`src/rtl/irq_accept_pkg.sv`:
```
package irq_accept_pkg;

    localparam int MODE_W = 3;
    localparam int CODE_W = 3;
    localparam int RET_W  = 4;

    typedef enum logic [MODE_W-1:0] {
        MODE_USR = 3'd0,
        MODE_SVC = 3'd1,
        MODE_IRQ = 3'd2,
        MODE_FIQ = 3'd3,
        MODE_ABT = 3'd4
    } cpu_mode_e;

    typedef enum logic [CODE_W-1:0] {
        EXC_NONE = 3'd0,
        EXC_PABT = 3'd1,
        EXC_IRQ  = 3'd2,
        EXC_FIQ  = 3'd3,
        EXC_DABT = 3'd4
    } exc_code_e;

    typedef struct packed {
        logic i_mask;
        logic f_mask;
    } mask_t;

    typedef struct packed {
        logic dabt;
        logic fiq;
        logic irq;
        logic pabt;
    } req_t;

    // Fixed ranking: data abort, fast, normal, prefetch abort.
    function automatic exc_code_e pick_exc(req_t r);
        if (r.dabt)      return EXC_DABT;
        else if (r.fiq)  return EXC_FIQ;
        else if (r.irq)  return EXC_IRQ;
        else if (r.pabt) return EXC_PABT;
        else             return EXC_NONE;
    endfunction

    function automatic cpu_mode_e mode_for(exc_code_e c);
        case (c)
            EXC_FIQ:  return MODE_FIQ;
            EXC_IRQ:  return MODE_IRQ;
            EXC_DABT: return MODE_ABT;
            EXC_PABT: return MODE_ABT;
            default:  return MODE_SVC;
        endcase
    endfunction

    function automatic logic [RET_W-1:0] ret_ofs_for(exc_code_e c);
        return (c == EXC_DABT) ? RET_W'(8) : RET_W'(4);
    endfunction

    function automatic logic is_priv(cpu_mode_e m);
        return m != MODE_USR;
    endfunction

    function automatic logic mode_legal(logic [MODE_W-1:0] v);
        return v <= MODE_W'(MODE_ABT);
    endfunction

endpackage

```
`src/rtl/line_sync.sv`:
```
module line_sync #(
    parameter int WIDTH  = 2,
    parameter int STAGES = 2
) (
    input  logic             clk,
    input  logic             rst,
    input  logic [WIDTH-1:0] d,
    output logic [WIDTH-1:0] q
);
    logic [WIDTH-1:0] stage_q [STAGES];

    for (genvar g = 0; g < STAGES; g++) begin : g_stage
        if (g == 0) begin : g_first
            always_ff @(posedge clk) begin
                if (rst) stage_q[g] <= '0;
                else     stage_q[g] <= d;
            end
        end else begin : g_next
            always_ff @(posedge clk) begin
                if (rst) stage_q[g] <= '0;
                else     stage_q[g] <= stage_q[g-1];
            end
        end
    end

    assign q = stage_q[STAGES-1];
endmodule

```
`src/rtl/exc_arbiter.sv`:
```
module exc_arbiter
    import irq_accept_pkg::*;
(
    input  logic             clk,
    input  logic             rst,
    input  logic             insn_done,
    input  logic             dabt_req,
    input  logic             pabt_req,
    input  logic             fiq_lvl,
    input  logic             irq_lvl,
    input  mask_t            masks,
    output logic             accept,
    output exc_code_e        sel,
    output logic             take_q,
    output exc_code_e        code_q,
    output logic [RET_W-1:0] ret_q
);
    req_t req;

    always_comb begin
        req.dabt = insn_done & dabt_req;
        req.fiq  = insn_done & fiq_lvl & ~masks.f_mask;
        req.irq  = insn_done & irq_lvl & ~masks.i_mask;
        req.pabt = insn_done & pabt_req;
        sel      = pick_exc(req);
        accept   = (sel != EXC_NONE);
    end

    always_ff @(posedge clk) begin
        if (rst) begin
            take_q <= 1'b0;
            code_q <= EXC_NONE;
            ret_q  <= '0;
        end else begin
            take_q <= accept;
            if (accept) begin
                code_q <= sel;
                ret_q  <= ret_ofs_for(sel);
            end
        end
    end


    take_after_strobe_chk: assert property (@(posedge clk) disable iff (rst)
        take_q |-> $past(insn_done));


    ret_matches_code_chk: assert property (@(posedge clk) disable iff (rst)
        take_q |-> (ret_q == ((code_q == EXC_DABT) ? RET_W'(8) : RET_W'(4))));


    fiq_masked_chk: assert property (@(posedge clk) disable iff (rst)
        (take_q && code_q == EXC_FIQ) |-> !$past(masks.f_mask));


    irq_masked_chk: assert property (@(posedge clk) disable iff (rst)
        (take_q && code_q == EXC_IRQ) |-> !$past(masks.i_mask));
endmodule

```
`src/rtl/mask_state.sv`:
```
module mask_state
    import irq_accept_pkg::*;
(
    input  logic              clk,
    input  logic              rst,
    input  logic              accept,
    input  exc_code_e         sel,
    input  logic              mask_wr_en,
    input  logic              mask_wr_i,
    input  logic              mask_wr_f,
    input  logic              mode_wr_en,
    input  logic [MODE_W-1:0] mode_wr_val,
    output mask_t             masks,
    output cpu_mode_e         mode
);
    mask_t     masks_nx;
    cpu_mode_e mode_nx;
    logic      priv;

    assign priv = is_priv(mode);

    always_comb begin
        masks_nx = masks;
        mode_nx  = mode;
        if (accept) begin
            masks_nx.i_mask = 1'b1;
            if (sel == EXC_FIQ) masks_nx.f_mask = 1'b1;
            mode_nx = mode_for(sel);
        end else begin
            if (mask_wr_en && priv) begin
                masks_nx.i_mask = mask_wr_i;
                masks_nx.f_mask = mask_wr_f;
            end
            if (mode_wr_en && priv && mode_legal(mode_wr_val))
                mode_nx = cpu_mode_e'(mode_wr_val);
        end
    end

    always_ff @(posedge clk) begin
        if (rst) begin
            masks <= '{i_mask: 1'b1, f_mask: 1'b1};
            mode  <= MODE_SVC;
        end else begin
            masks <= masks_nx;
            mode  <= mode_nx;
        end
    end


    user_mask_lock_chk: assert property (@(posedge clk) disable iff (rst)
        (mode == MODE_USR && mask_wr_en && !accept) |=> $stable(masks));


    user_mode_lock_chk: assert property (@(posedge clk) disable iff (rst)
        (mode == MODE_USR && !accept) |=> mode == MODE_USR);


    entry_sets_i_chk: assert property (@(posedge clk) disable iff (rst)
        accept |=> masks.i_mask);


    fiq_entry_sets_f_chk: assert property (@(posedge clk) disable iff (rst)
        (accept && sel == EXC_FIQ) |=> masks.f_mask);


    entry_keeps_f_chk: assert property (@(posedge clk) disable iff (rst)
        (accept && sel != EXC_FIQ) |=> masks.f_mask == $past(masks.f_mask));
endmodule

```
`src/rtl/irq_accept_unit.sv`:
```
module irq_accept_unit
    import irq_accept_pkg::*;
#(
    parameter int SYNC_STAGES = 2
) (
    input  logic              clk,
    input  logic              rst,
    input  logic              fiq_n,
    input  logic              irq_n,
    input  logic              tmr_fiq_req,
    input  logic              wdt_fiq_req,
    input  logic              insn_done,
    input  logic              dabt_req,
    input  logic              pabt_req,
    input  logic              mask_wr_en,
    input  logic              mask_wr_i,
    input  logic              mask_wr_f,
    input  logic              mode_wr_en,
    input  logic [MODE_W-1:0] mode_wr_val,
    output logic              take_exc,
    output logic [CODE_W-1:0] exc_code,
    output logic [MODE_W-1:0] mode_out,
    output logic              i_mask,
    output logic              f_mask,
    output logic [RET_W-1:0]  ret_ofs
);
    localparam int LINES = 2;

    logic [LINES-1:0] raw_lvl;
    logic [LINES-1:0] sync_lvl;
    logic             accept;
    exc_code_e        sel;
    exc_code_e        code_q;
    mask_t            masks;
    cpu_mode_e        mode;

    // Bit 1: fast path (external line low, or either internal source high).
    assign raw_lvl = {~fiq_n | tmr_fiq_req | wdt_fiq_req, ~irq_n};

    line_sync #(.WIDTH(LINES), .STAGES(SYNC_STAGES)) u_sync (
        .clk (clk),
        .rst (rst),
        .d   (raw_lvl),
        .q   (sync_lvl)
    );

    exc_arbiter u_arb (
        .clk       (clk),
        .rst       (rst),
        .insn_done (insn_done),
        .dabt_req  (dabt_req),
        .pabt_req  (pabt_req),
        .fiq_lvl   (sync_lvl[1]),
        .irq_lvl   (sync_lvl[0]),
        .masks     (masks),
        .accept    (accept),
        .sel       (sel),
        .take_q    (take_exc),
        .code_q    (code_q),
        .ret_q     (ret_ofs)
    );

    mask_state u_mask (
        .clk         (clk),
        .rst         (rst),
        .accept      (accept),
        .sel         (sel),
        .mask_wr_en  (mask_wr_en),
        .mask_wr_i   (mask_wr_i),
        .mask_wr_f   (mask_wr_f),
        .mode_wr_en  (mode_wr_en),
        .mode_wr_val (mode_wr_val),
        .masks       (masks),
        .mode        (mode)
    );

    assign exc_code = code_q;
    assign mode_out = mode;
    assign i_mask   = masks.i_mask;
    assign f_mask   = masks.f_mask;


    take_mode_match_chk: assert property (@(posedge clk) disable iff (rst)
        take_exc |-> (mode == mode_for(code_q)));
endmodule

```
`config.mk`:
```
export PLATFORM = sky130hd
export DESIGN_NAME = irq_accept_unit
export DESIGN_NICKNAME = d
export VERILOG_FILES = /design/src/rtl/irq_accept_pkg.sv /design/src/rtl/line_sync.sv /design/src/rtl/exc_arbiter.sv /design/src/rtl/mask_state.sv /design/src/rtl/irq_accept_unit.sv
export SDC_FILE = /design/constraint.sdc
export NUM_CORES = 1
export LEC_CHECK = 0
export BUFFER_PORTS_ARGS = -buffer_cell sky130_fd_sc_hd__buf_2
export CORE_MARGIN = 3
export CORE_UTILIZATION = 47
export DETAILED_ROUTE_END_ITERATION = 12
export HOLD_SLACK_MARGIN = 0.05
export PLACE_DENSITY = 0.8
export SETUP_SLACK_MARGIN = 0.05
export SYNTH_ARGS = -nofsm -noshare
export SYNTH_HDL_FRONTEND = slang
export SYNTH_SLANG_ARGS = --single-unit
```
`constraint.sdc`:
```
create_clock -name clk -period 3.2 [get_ports clk]
set_input_delay 0.32 -clock clk [delete_from_list [all_inputs] [get_ports clk]]
set_output_delay 0.32 -clock clk [all_outputs]
set_load 0.05 [all_outputs]
```
### Word-level counts from Yosys, hierarchy flattened

Memories as Yosys holds them, arrays and structs flattened.
Cells that the tools add are included.

* bitwise logic cells: 14
* add/subtract/negate cells: 0
* divide/modulo/power cells: 0
* shifts and indexed selects: 0
* multiplexer cells: 16
* eq/ne operators: 5
* reductions and logical operators: 10
* $mul: 0
* magnitude comparators: 1

Operator list (count)
* 2-to-1 mux 3 bit: 5
* case mux 3 bit (3 select lines): 1
* 2-to-1 mux 1 bit: 7
* bitwise AND 1 bit: 6
* == test 3 x 2 -> 1 bit (second input constant): 2
* nonzero test 3 bit: 2
* 2-to-1 mux 2 bit: 2
* 2-to-1 mux 4 bit: 1
* NOT 1 bit: 4
* bitwise OR 1 bit: 4
* nonzero test 2 bit: 2
* OR reduction 2 bit: 2
* == test 3 x 1 -> 1 bit (second input constant): 1
* == test 3 bit (second input constant): 1
* <= comparator 3 bit (second input constant): 1
* logical AND 1 bit: 3
* inequality test 2 x 1 -> 1 bit (second input constant): 1
* AND reduction 2 bit: 1

* memories kept: 1
* latch bits: 0
* bits of input ports: 16
* flip-flop bits (word level): 13
* word-level logic and storage cells: 53
* bits in writable memories: 4
* output and inout bits: 13
* memory bits (read-only): 0

Memories
* u_sync.stage_q: words 2, width 2, read ports 2, clocked after Yosys merged registers in 0, write ports 2, line line_sync.sv:10 `logic [WIDTH-1:0] stage_q [STAGES];`

### Logic depth before layout (Yosys ltp)

An unclocked memory read counts as a cell.

* word-level depth: 10
* depth in mapped cells: 4
* depth with buffers taken out: 4

### Cells and area by module

Synthesis repeated with hierarchy kept, for this count alone.

* cells, all modules: 78
* area total of the unflattened synthesis: 729.4 um^2

Modules (own cells, without submodules)
* exc_arbiter: cells each 33, instances 1, area each 316.6 um^2, sequential area each 120.1 um^2
* mask_state: cells each 35, instances 1, area each 295.3 um^2, sequential area each 100.1 um^2
* line_sync: cells each 8, instances 1, area each 105.1 um^2, sequential area each 80.1 um^2
* irq_accept_unit: cells each 2, instances 1, area each 12.5 um^2, sequential area each 0.0 um^2

### Least setup slack after synthesis

Ideal clock, no wire load.

* path kind: flip-flop to flip-flop
* start: register, netlist name u_mask.masks[0]
* end: register u_mask.mode[1]
* setup time: 0.095 ns
* data required time: 3.105 ns
* data arrival time: 1.608 ns
* stages on the path, launching flop included: 5
* clock period less this slack: 1.703 ns
* setup slack: 1.497 ns
* buffers on the path: 0
* cells stage by stage: dfxtp_1 > nor2b_1 > o41ai_4 > nand2_1 > a221oi_1

* cells in the longest elaborated chain, start to end: 8
* elaborated cells on any way between the ends: 13
* those cells by class: eq/ne: 4; mux: 4; bitwise: 2; reduce/logical: 3

Ends and longest elaborated chain
* NOT 1 bit (*): line exc_arbiter.sv:22 `req.fiq = insn_done & fiq_lvl & ~masks.f_mask;`
* bitwise AND 1 bit (*): line exc_arbiter.sv:22
* 2-to-1 mux 3 bit (*): line irq_accept_pkg.sv:38 `else if (r.fiq) return EXC_FIQ;`
* 2-to-1 mux 3 bit (*): line irq_accept_pkg.sv:37 `if (r.dabt) return EXC_DABT;`
* == test 3 bit / == test 3 x 1 -> 1 bit (equally long branches): line irq_accept_pkg.sv:45 `case (c)`
* OR reduction 2 bit (no source line)
* case mux 3 bit (3 select lines): line irq_accept_pkg.sv:45
* 2-to-1 mux 3 bit: line mask_state.sv:25 `if (accept) begin`
* end signal, assigned: line mask_state.sv:45 `mode <= mode_nx;`
* end, declared: line mask_state.sv:14 `output cpu_mode_e mode`

Mark *: on every way between the ends. The rest lies on a longest branch, timed or not.
A chain may end at the register's enable or synchronous reset.

### Final worst setup path

* start: register, netlist name u_mask.masks[1]
* end: register u_mask.mode[1]

* cells in the longest elaborated chain, start to end: 9
* elaborated cells on any way between the ends: 14
* those cells by class: eq/ne: 4; mux: 5; bitwise: 2; reduce/logical: 3

Ends and longest elaborated chain
* NOT 1 bit (*): line exc_arbiter.sv:23 `req.irq = insn_done & irq_lvl & ~masks.i_mask;`
* bitwise AND 1 bit (*): line exc_arbiter.sv:23
* 2-to-1 mux 3 bit (*): line irq_accept_pkg.sv:39 `else if (r.irq) return EXC_IRQ;`
* 2-to-1 mux 3 bit (*): line irq_accept_pkg.sv:38
* 2-to-1 mux 3 bit (*): line irq_accept_pkg.sv:37
* == test 3 bit / == test 3 x 1 -> 1 bit (equally long branches): line irq_accept_pkg.sv:45
* OR reduction 2 bit (no source line)
* case mux 3 bit (3 select lines): line irq_accept_pkg.sv:45
* 2-to-1 mux 3 bit: line mask_state.sv:25

Marks and branches as above.

==> impl_results.md <==
* Final setup vio count at 0
* Grt met2 use at 24.3%
* Cells after synthesis at 69
* Wire length of the first global-routing pass at 2.11 mm
* Overflow after GRT at 0
* HP Class: in2reg
* Maximum number of pins on one net before global-route repair at 14
* Average cell area after synthesis at between 9 and 10 um^2
* Max Cap Viol at 0
* R2R Setup Slk at ~1.7 ns
* Final Wtd Congestion at 0.695
* Initial antenna violation count at 0
* Die area at 1800 um^2
* Setup TNS at 0 ns
* Routed WL at roughly 1.3 mm
* Share of cells above drive strength 1 at ~34%
* Final core area utilization at between 60% and 70%
* Worst hold slack at between 0.15 and 0.2 ns
* HP Start: irq_n
* Die width at ~42 um
* Drt first-iter violations at 13
* Via density at just over 5
* Met3 Usage GRT at between 8 and 9%
* Worst Hold End: u_sync.stage_q[0][0]$_SDFF_PP0_
* Synth-to-layout area growth at 25.9%
* RSZ-0062 raised after global routing: false
* Final Skew at about 0.0044 ns
* Synth cell types at 24
* Status: completed
* Maximum fanout along the worst path at 10
* Final antenna-violating net count at 0
* I/O Buffers at 26
* DR vias at about 570
* Sequential element share of the synthesized area at around 45%
* Worst Tran Pin Value at about 0.58 ns
* Critical Path End Type: flop
* Bufs on Longest Clock Path at 2
* Residual DRC at 0
* Yosys reg bits at 14
* Period minus WS final at between 1 and 1.5 ns
* Maximum operating frequency at roughly 670 MHz
* Total GRT Usage at around 15%
* Cts repair resizes at 0
* Worst slew margin at between 60% and 70%
* Post-DP HPWL at roughly 1000 um
* CTS tree: done
* # diodes at 0
* Die Span Y at approximately 42 um
* Root Driver: clkbuf_4
* Leak at between 0.3 and 0.4 nW
* FF-to-FF Start: u_mask.masks[1]$_SDFFE_PP1P_
* Cell Pwr Density at 526 nW/um^2
* Worst-Skew Late Latency at 0.28 ns
* CP Launch Type: flop
* Starting Density at around 53%
* Core area at 1170 um^2
* WL/cell at ~12 um
* First-pass DRT Iterations at 4
* Slew Viols, Final at 0
* Final Hold Violating Endpoints at 0
* Htree depth at 1
* Grt peak-use layer: met2
* Mapped Area at ~620 um^2
* Postcts setup bufs at 0
* I/O pin count at 29
* Clk slew on worst S/H paths at 0.08 ns
* CTS Buf Count at 3
* Hold buffers post-CTS at 0
* Vias in the first global route at 510
* Worst setup path class: reg2reg
* Synth warn at 0
* Final nets at between 100 and 150
* R2R cell count at 4
* Critical Path RT at 3.39 ns
* CP Data Arrival Time at roughly 1.7 ns
* Core Rows at 12
* Met1 Resource Use GR at ~18%
* CTS Sinks at 14
* Crit share post-route at 46.9%
* Hold depth at 2
* Maximum vdd drop at between 0.3 and 0.4 mV
* Total power at around 410 uW
* Crit Reg-Reg Endpoint: u_mask.mode[1]$_SDFFE_PP0P_
-- per-stage QoR --
stage	instance area (um^2)	setup slack (ns)	std cells
2_1_floorplan	628	1.50	70
3_3_place_gp	749	1.70	106
3_5_place_dp	749	1.65	106
4_1_cts	786	1.70	110
5_1_grt	786	1.53	110
6_report	786	1.70	110
-- kinds of logic (layout without fill, tap and decap cells) --
family          Yosys count  after routing  synth area share (%)
simple gates             25             25                  22.2
compound gates           22             22                  26.3
flops                    14             14                  44.9
buf+inv                   7             33                  6.01
other cells               1              2                 0.601
-- where the power goes --
part	total [mW]	switching (mW)	internal, mW
Sequential	0.192	0.00699	0.185
Clock	0.125	0.0562	0.0692
Combinational	0.0958	0.0663	0.0295
Total	0.414	0.129	0.284
-- state kept, by name, summed over array words and instances (netlist names) --
register	cells
u_mask.mode	3
u_arb.code_q	3
u_mask.masks	2
u_arb.ret_q	1
u_sync.stage_q	4
u_arb.take_q	1
-- layout by cell type, fill, tap and decap left out, drive strengths merged --
cell,n
buf,26
dfxtp,14
nand2,7
a21oi,6
nor2b,5
o21ai,5
nor2,4
nand3,4
clkbuf,4
inv,3
a221oi,3
o21a,3
a32oi,2
conb,2
and2b,2
nor3b,1
o31ai,1
a22oi,1
o41ai,1
or3,1
nand4b,1
-- layout make-up --
| cell class | count | area [um^2] |
|---|---|---|
| inverters | 3 | 11.3 |
| flip-flops and latches | 14 | 280 |
| clock buffers | 4 | 36.3 |
| repair buffers | 26 | 130 |
| fillers | 105 | 385 |
| multi-input cells | 49 | 310 |
| well taps | 14 | 17.5 |
-- critical path, stage by stage, from the launching register on --
cell and delay [ns]:
dfxtp_1 0.40, nor2b_4 0.07, o41ai_4 0.56, nand2_1 0.10
a221oi_1 0.29
-- Yosys cell counts --
| master | n | share of area [%] |
|---|---|---|
| dfxtp_1 | 14 | 45 |
| a221oi_1 | 3 | 4.2 |
| nor2b_4 | 1 | 2.2 |
| and2b_2 | 1 | 1.4 |
| o21ai_1 | 2 | 1.6 |
| nor2b_1 | 4 | 4.0 |
| o41ai_4 | 1 | 4.4 |
| conb_1 | 1 | 0.60 |
| o31ai_1 | 1 | 1.2 |
| nor3b_1 | 1 | 1.2 |
| nand2_1 | 7 | 4.2 |
| o21ai_0 | 3 | 2.4 |
| nand3_1 | 4 | 3.2 |
| o21a_1 | 3 | 3.6 |
| buf_4 | 3 | 3.6 |
| a22oi_1 | 1 | 1.2 |
| nor2_1 | 4 | 2.4 |
| a32oi_1 | 2 | 2.8 |
| a21oi_1 | 6 | 4.8 |
| or3_1 | 1 | 1.0 |
| nand4b_1 | 1 | 1.4 |
| inv_1 | 3 | 1.8 |
| clkbuf_1 | 1 | 0.60 |
| and2b_1 | 1 | 1.2 |
-- metal layers --
layer / wire (um) / vias up
li1: - / 296
met1: 550 / 248
met2: 607 / 20
met3: 105 / 2
met4: 8 / 0
met5: 0 / -
-- worst max path at each step --
stage               depth (start not counted)                          end                         start
floorplan                                   4  u_mask.mode[1]$_SDFFE_PP0P_  u_mask.masks[0]$_SDFFE_PP1P_
global placement                            4  u_mask.mode[1]$_SDFFE_PP0P_                      dabt_req
detailed placement                          4  u_mask.mode[2]$_SDFFE_PP0P_                      dabt_req
CTS                                         4  u_mask.mode[2]$_SDFFE_PP0P_  u_mask.masks[1]$_SDFFE_PP1P_
global route                                4  u_mask.mode[1]$_SDFFE_PP0P_  u_mask.masks[1]$_SDFFE_PP1P_
finish                                      4  u_mask.mode[1]$_SDFFE_PP0P_  u_mask.masks[1]$_SDFFE_PP1P_
Power figures use the tool's default switching activity.
